$ cat src/rtl/probe_pkg.sv
package probe_pkg;
    localparam int unsigned WORD_W = 32;
    localparam logic [WORD_W-1:0] PAT_LO_HI = 32'h5555_AAAA;
    localparam logic [WORD_W-1:0] PAT_HI_LO = 32'hAAAA_5555;

    typedef enum logic [3:0] {
        ST_IDLE, ST_SAVE0, ST_SAVE1,
        ST_P1_W0, ST_P1_W4, ST_P1_R0,
        ST_P2_W0, ST_P2_W4, ST_P2_R0,
        ST_CHK, ST_LRD, ST_LWR, ST_LRB0, ST_LRBO,
        ST_RES0, ST_RES4
    } probe_st_e;
endpackage

$ cat src/rtl/probe_bus_seq.sv
module probe_bus_seq #(
    parameter int unsigned ADDR_W = 32
) (
    input  logic              clk,
    input  logic              rst,
    input  logic              go,
    input  logic              go_we,
    input  logic [ADDR_W-1:0] go_addr,
    input  logic [31:0]       go_wdata,
    output logic              ack,
    output logic [31:0]       rdata,
    output logic              req_valid,
    input  logic              req_ready,
    output logic              req_we,
    output logic [ADDR_W-1:0] req_addr,
    output logic [31:0]       req_wdata,
    input  logic              rsp_valid,
    input  logic [31:0]       rsp_rdata
);
    typedef enum logic [1:0] {B_IDLE, B_REQ, B_WAIT} bus_st_e;

    typedef struct packed {
        bus_st_e           st;
        logic              we;
        logic [ADDR_W-1:0] addr;
        logic [31:0]       wdata;
        logic              ack;
        logic [31:0]       rdata;
    } bus_t;

    bus_t bus_d, bus_q;

    always_comb begin
        bus_d     = bus_q;
        bus_d.ack = 1'b0;
        case (bus_q.st)
            B_IDLE: if (go) begin
                bus_d.st    = B_REQ;
                bus_d.we    = go_we;
                bus_d.addr  = go_addr;
                bus_d.wdata = go_wdata;
            end
            B_REQ: if (req_ready) begin
                if (bus_q.we) begin
                    bus_d.ack = 1'b1;
                    bus_d.st  = B_IDLE;
                end else begin
                    bus_d.st  = B_WAIT;
                end
            end
            B_WAIT: if (rsp_valid) begin
                bus_d.rdata = rsp_rdata;
                bus_d.ack   = 1'b1;
                bus_d.st    = B_IDLE;
            end
            default: bus_d.st = B_IDLE;
        endcase
    end

    always_ff @(posedge clk) begin
        if (rst) bus_q <= '0;
        else     bus_q <= bus_d;
    end

    assign req_valid = (bus_q.st == B_REQ);
    assign req_we    = bus_q.we;
    assign req_addr  = bus_q.addr;
    assign req_wdata = bus_q.wdata;
    assign ack       = bus_q.ack;
    assign rdata     = bus_q.rdata;
endmodule

$ cat src/rtl/probe_offset_step.sv
module probe_offset_step #(
    parameter int unsigned SIZE_W = 33
) (
    input  logic [SIZE_W-1:0] ofs,
    input  logic [SIZE_W-1:0] limit,
    output logic [SIZE_W-1:0] ofs_next,
    output logic              at_limit
);
    assign ofs_next = {ofs[SIZE_W-2:0], 1'b0};
    assign at_limit = (ofs >= limit);
endmodule

$ cat src/rtl/ram_size_probe.sv
module ram_size_probe #(
    parameter int unsigned ADDR_W = 32
) (
    input  logic              clk,
    input  logic              rst,
    input  logic              start,
    input  logic [ADDR_W-1:0] base_addr,
    input  logic [ADDR_W-1:0] max_size,
    output logic              busy,
    output logic              done,
    output logic              present,
    output logic [ADDR_W-1:0] size_bytes,
    output logic              req_valid,
    input  logic              req_ready,
    output logic              req_we,
    output logic [ADDR_W-1:0] req_addr,
    output logic [31:0]       req_wdata,
    input  logic              rsp_valid,
    input  logic [31:0]       rsp_rdata
);
    import probe_pkg::*;

    localparam int unsigned SIZE_W = ADDR_W + 1;

    typedef struct packed {
        probe_st_e         st;
        logic              pend;
        logic [ADDR_W-1:0] base;
        logic [SIZE_W-1:0] lim;
        logic [SIZE_W-1:0] ofs;
        logic [31:0]       save0;
        logic [31:0]       save1;
        logic [31:0]       probe_val;
        logic [31:0]       base_rd;
        logic [ADDR_W-1:0] found;
        logic [ADDR_W-1:0] size;
        logic              present;
        logic              done;
    } ctl_t;

    ctl_t ctl_d, ctl_q;

    logic              go, op_we, ack, at_limit;
    logic [ADDR_W-1:0] op_off;
    logic [31:0]       op_wdata, rdata;
    logic [SIZE_W-1:0] ofs_next;
    logic [ADDR_W-1:0] base_lat;

    probe_offset_step #(.SIZE_W(SIZE_W)) u_step (
        .ofs      (ctl_q.ofs),
        .limit    (ctl_q.lim),
        .ofs_next (ofs_next),
        .at_limit (at_limit)
    );

    probe_bus_seq #(.ADDR_W(ADDR_W)) u_bus (
        .clk       (clk),
        .rst       (rst),
        .go        (go),
        .go_we     (op_we),
        .go_addr   (ctl_q.base + op_off),
        .go_wdata  (op_wdata),
        .ack       (ack),
        .rdata     (rdata),
        .req_valid (req_valid),
        .req_ready (req_ready),
        .req_we    (req_we),
        .req_addr  (req_addr),
        .req_wdata (req_wdata),
        .rsp_valid (rsp_valid),
        .rsp_rdata (rsp_rdata)
    );

    // operation selected by the current step
    always_comb begin
        op_we    = 1'b0;
        op_off   = '0;
        op_wdata = '0;
        case (ctl_q.st)
            ST_SAVE1: op_off = ADDR_W'(4);
            ST_P1_W0: begin op_we = 1'b1; op_wdata = PAT_LO_HI; end
            ST_P1_W4: begin op_we = 1'b1; op_wdata = PAT_HI_LO; op_off = ADDR_W'(4); end
            ST_P2_W0: begin op_we = 1'b1; op_wdata = PAT_HI_LO; end
            ST_P2_W4: begin op_we = 1'b1; op_wdata = PAT_LO_HI; op_off = ADDR_W'(4); end
            ST_LRD:   op_off = ctl_q.ofs[ADDR_W-1:0];
            ST_LWR:   begin op_we = 1'b1; op_wdata = ~ctl_q.probe_val; end
            ST_LRBO:  op_off = ctl_q.ofs[ADDR_W-1:0];
            ST_RES0:  begin op_we = 1'b1; op_wdata = ctl_q.save0; end
            ST_RES4:  begin op_we = 1'b1; op_wdata = ctl_q.save1; op_off = ADDR_W'(4); end
            default:  ;
        endcase
    end

    always_comb begin
        ctl_d      = ctl_q;
        ctl_d.done = 1'b0;
        go         = 1'b0;

        if (ctl_q.st != ST_IDLE && ctl_q.st != ST_CHK && !ctl_q.pend) begin
            go         = 1'b1;
            ctl_d.pend = 1'b1;
        end

        case (ctl_q.st)
            ST_IDLE: if (start) begin
                ctl_d.base = base_addr;
                ctl_d.lim  = {1'b0, max_size};
                ctl_d.st   = ST_SAVE0;
            end
            ST_CHK: begin
                if (at_limit) begin
                    ctl_d.found = ctl_q.lim[ADDR_W-1:0];
                    ctl_d.st    = ST_RES0;
                end else begin
                    ctl_d.st    = ST_LRD;
                end
            end
            default: if (ack && ctl_q.pend) begin
                ctl_d.pend = 1'b0;
                case (ctl_q.st)
                    ST_SAVE0: begin ctl_d.save0 = rdata; ctl_d.st = ST_SAVE1; end
                    ST_SAVE1: begin ctl_d.save1 = rdata; ctl_d.st = ST_P1_W0; end
                    ST_P1_W0: ctl_d.st = ST_P1_W4;
                    ST_P1_W4: ctl_d.st = ST_P1_R0;
                    ST_P1_R0: begin
                        if (rdata != PAT_LO_HI) begin
                            ctl_d.found = '0;
                            ctl_d.st    = ST_RES0;
                        end else begin
                            ctl_d.st    = ST_P2_W0;
                        end
                    end
                    ST_P2_W0: ctl_d.st = ST_P2_W4;
                    ST_P2_W4: ctl_d.st = ST_P2_R0;
                    ST_P2_R0: begin
                        if (rdata != PAT_HI_LO) begin
                            ctl_d.found = '0;
                            ctl_d.st    = ST_RES0;
                        end else begin
                            ctl_d.ofs   = SIZE_W'(4);
                            ctl_d.st    = ST_CHK;
                        end
                    end
                    ST_LRD:  begin ctl_d.probe_val = rdata; ctl_d.st = ST_LWR; end
                    ST_LWR:  ctl_d.st = ST_LRB0;
                    ST_LRB0: begin ctl_d.base_rd = rdata; ctl_d.st = ST_LRBO; end
                    ST_LRBO: begin
                        if (rdata == ctl_q.base_rd) begin
                            ctl_d.found = ctl_q.ofs[ADDR_W-1:0];
                            ctl_d.st    = ST_RES0;
                        end else begin
                            ctl_d.ofs   = ofs_next;
                            ctl_d.st    = ST_CHK;
                        end
                    end
                    ST_RES0: ctl_d.st = ST_RES4;
                    ST_RES4: begin
                        ctl_d.size    = ctl_q.found;
                        ctl_d.present = (ctl_q.found != '0);
                        ctl_d.done    = 1'b1;
                        ctl_d.st      = ST_IDLE;
                    end
                    default: ctl_d.st = ST_IDLE;
                endcase
            end
        endcase
    end

    always_ff @(posedge clk) begin
        if (rst) ctl_q <= '0;
        else     ctl_q <= ctl_d;
    end

    assign busy       = (ctl_q.st != ST_IDLE);
    assign done       = ctl_q.done;
    assign present    = ctl_q.present;
    assign size_bytes = ctl_q.size;
    assign base_lat   = ctl_q.base;
endmodule

$ cat config.mk
export PLATFORM = sky130hd
export DESIGN_NAME = ram_size_probe
export DESIGN_NICKNAME = d
export VERILOG_FILES = /design/src/rtl/probe_pkg.sv /design/src/rtl/probe_bus_seq.sv /design/src/rtl/probe_offset_step.sv /design/src/rtl/ram_size_probe.sv
export SDC_FILE = /design/constraint.sdc
export NUM_CORES = 1
export LEC_CHECK = 0
export BUFFER_PORTS_ARGS = -buffer_cell sky130_fd_sc_hd__buf_2
export CAP_MARGIN = 30
export CORE_UTILIZATION = 40
export CTS_CLUSTER_DIAMETER = 30
export CTS_CLUSTER_SIZE = 40
export DETAILED_ROUTE_END_ITERATION = 16
export GPL_ROUTABILITY_DRIVEN = 0
export GPL_TIMING_DRIVEN = 0
export PLACE_DENSITY = 0.62
export SYNTH_ARGS = -nofsm -noshare
export SYNTH_HDL_FRONTEND = slang
export SYNTH_SLANG_ARGS = --single-unit
$ cat constraint.sdc
create_clock -name clk -period 3.4 [get_ports clk]
set_input_delay 0 -clock clk [delete_from_list [all_inputs] [get_ports clk]]
set_output_delay 0 -clock clk [all_outputs]
set_load 0.02 [all_outputs]
==> results.cfg <==
[outcome]
outcome = finished with violations
violations = negative setup slack

[synth]
async_flop_share = 0
synth_top_area_frac = 0.426
synth.distinct_cells = 62
muxShareOfSynthArea = 0.00108
synth_edf_count = 0
ys_seq_elements = 394
synth_most_common_cell = nand2_1
ys_warn_count = 0
syn_inst = 2370
synth_top_area_cell = dfxtp_1
synth_simple_gate_area_frac = 0.213
synth-seq-area-share = 0.426
synth_flop_cell = dfxtp_1
synthTopCellsByCount = nand2_1, dfxtp_1, a21oi_1, clkbuf_1, nor2_1
syn_nets = 2534
synth_area_sq_um = 18500
synth_top_family_by_area = simple AND/OR/NAND/NOR gates
synthTopCellsByArea = dfxtp_1, nand2_1, a21oi_1, ha_1, buf_4
synth_xor_area_frac = 0.0265
synth_area_per_cell_sq_um = 7.81
synth-adder-area-share = 0.0430
synth_compound_area_frac = 0.202

[timing]
tightest_slew_ns = 1.11
finalCriticalPeriod_ns = 3.41
slew_viol_final = 0
setup_viol = 1
fin_ws_ns = -0.00581
clock_skew_ns = 0.0200
max-slew-margin-rel = 0.259
clock.fmax_mhz = 294
fin_crit_sh = 1.00
finalHoldViolations = 0
rsz0062_at_grt = true

[critical_path]
slowest_stage = o41ai_4
cp_num_cells = 15
reg2regPathDepth = 15
crit_arrival_ns = 3.90
cp_cell_sequence = inv_4 -> or3_4 -> a21boi_2 -> clkbuf_8 -> buf_8 -> and2_4 -> ha_4 -> a21o_1 -> o41ai_4 -> nand4b_1 -> a41oi_2 -> o21ai_2 -> a21oi_2 -> mux2i_1 -> nor4_2
end_kind = flop
crit_required_ns = 3.89
critPathMaxFanout = 7
startpoint_type = flop
path_buf_inv = 3
slowest_delay_ns = 0.40
critical_path_class = flop to flop
cpLargestDelayFamily = compound AO/OA/AOI/OAI gates

[routing]
drtIter0Drc = 1224
wirelength_mm = 62.9
route.detailed.drc = 0
vias = 18300
vias_per_cell = 5.27
wl_per_cell_um = 18.1
ant_nets = 0
drt_first_pass_iters = 6

[global_route]
overflow = 0
busiest_layer = met2
grt.met1_usage = 0.306
grtUsageTotal = 0.260
grt_antenna_before_repair = 0
grt_max_degree = 13
grt_use_met2 = 0.459
grt_pass1_vias = 17800
grt_pass1_wl_mm = 96.0
grt_use_met3 = 0.0439

[clocking]
cts-buffers-inserted = 91
htree_levels = 3
cts_tree = done
cts.sinks = 394
clk_pin_slew_ns = 0.05
max-clock-path-buffers = 3
clockRootBuffer = clkbuf_16
clk_latency_ns = 0.62

[place]
io_buffers = 200
hpwl_mm = 44.4
dp_slack_ns = -0.813

[pwr]
pwr_density_cell_nw_per_um2 = 581
intPower_uw = 11400
power_frac_comb = 0.048
peakVddDrop_uv = 429
power_switching_uw = 3330
p_leak_uw = 0.00995
power_uw = 14700
pwr-share-seq = 0.324
p_sw_frac = 0.227
clockPowerShare = 0.628

[floorplan]
die_h_um = 217
placementRows = 78
ios = 202
fp.dieW_um = 217
core_area_sq_um = 45500
die_area_sq_um = 47100
start_util = 0.407

[final_layout]
n_antenna_cell = 0
finalNetCount = 2955
areaGrowthSynthToFinish_pct = 36.7
layout-drive-gt1-share = 0.211

[hold_path]
hold_depth = 5
hold_class = primary input to flop

[job]
max_cap_viol_count = 0
## power groups by stage
| stage | clock, uW | sequential, uW | combinational [uW] |
|---|---|---|---|
| after floorplan | 0 | 4810 | 357 |
| after global placement | 0 | 4830 | 576 |
| after detailed placement | 0 | 4830 | 589 |
| after CTS | 9300 | 4750 | 693 |
| after global routing | 9570 | 4760 | 770 |
| final | 9230 | 4760 | 711 |
## worst min-delay path: cells and delay by family
family / cells / cell delay, ns
AOI/OAI and AO/OA: 3 / 0.45
buffers and inverters: 1 / 0.10
and+or+nand+nor: 1 / 0.05
## placed cells by master, fill, tap and decap left out, drive strengths merged, types with 3 or more instances in the layout
master / n
nor3: 12
xnor2: 38
dlygate4sd3: 102
a41oi: 4
nor4bb: 16
bufinv: 16
o21ai: 36
buf: 343
ha: 62
a21boi: 3
nand4b: 4
a221o: 17
a31oi: 6
nor2b: 7
nor2: 99
xor2: 18
and3: 4
o21a: 3
a21oi: 367
clkinvlp: 10
a21o: 26
nand3: 49
or4: 3
inv: 52
a22oi: 62
and2: 36
dfxtp: 394
nand4: 22
nand3b: 3
clkbuf: 281
nand2: 635
or3: 7
nand2b: 4
o211ai: 21
clkinv: 27
a211oi: 39
nor4: 17
## cells by family (layout without fill, tap and decap cells)
family | count (synthesis) | in the layout
simple gates | 922 | 922
compound gates | 602 | 602
xor+xnor | 56 | 56
mux | 2 | 2
buf+inv | 331 | 831
flops | 394 | 394
fa+ha+maj | 63 | 63
## routing by layer
layer	share of wire	vias up
li1	-	8849
met1	0.41	8714
met2	0.50	602
met3	0.053	136
met4	0.039	0
met5	0	-
## sequential cells by signal, indices dropped and copies added, names as in the netlist, named ones only
signal,cells
done,1
ctl_q,227
u_bus.bus_q,2
u_bus.rdata,32
u_bus.req_addr,32
size_bytes,32
u_bus.req_we,1
u_bus.req_wdata,32
base_lat,32
u_bus.ack,1
present,1
## cell type report
type	count	area [sq um]
clock inverters	60	786
inverters	45	171
multi-input cells	1645	9470
fillers	4187	20200
flip-flops and latches	394	7890
clock buffers	112	2480
well taps	600	751
repair buffers	333	2260
plain buffers	281	1490
## per-stage QoR
stage / area [sq um] / hold slack (ns) / instances / setup TNS [ns] / utilization
2_1_floorplan: 18500 / 0.136 / 2370 / 0 / -
3_3_place_gp: 20300 / 0.242 / 3170 / -6.37 / 0.446
3_5_place_dp: 20300 / 0.246 / 3173 / -8.07 / 0.447
4_1_cts: 25000 / 0.00148 / 3457 / -0.00139 / 0.550
5_1_grt: 25300 / 0.0638 / 3470 / -0.681 / 0.556
6_report: 25300 / 0.0281 / 3470 / -0.00581 / 0.556
## worst paths after layout
path / slack [ns] / start / to
worst max register to register: -0.006 / ctl_q[294] / u_bus.req_addr[31]
worst max-delay path: -0.006 / ctl_q[294] / u_bus.req_addr[31]
worst min-delay path: 0.03 / rsp_valid / u_bus.bus_q[98]
worst min register to register: 0.45 / ctl_q[118] / ctl_q[118]
## what timing repair did
action	4_1_cts	5_1_grt
pin swaps	19	31
hold buffers	102	0
setup endpoints to repair	20	37
hold endpoints to repair	102	0
setup buffers	14	13
cloned	1	0
resized for setup	67	46
No activity file was read; power rests on OpenSTA's default activity.
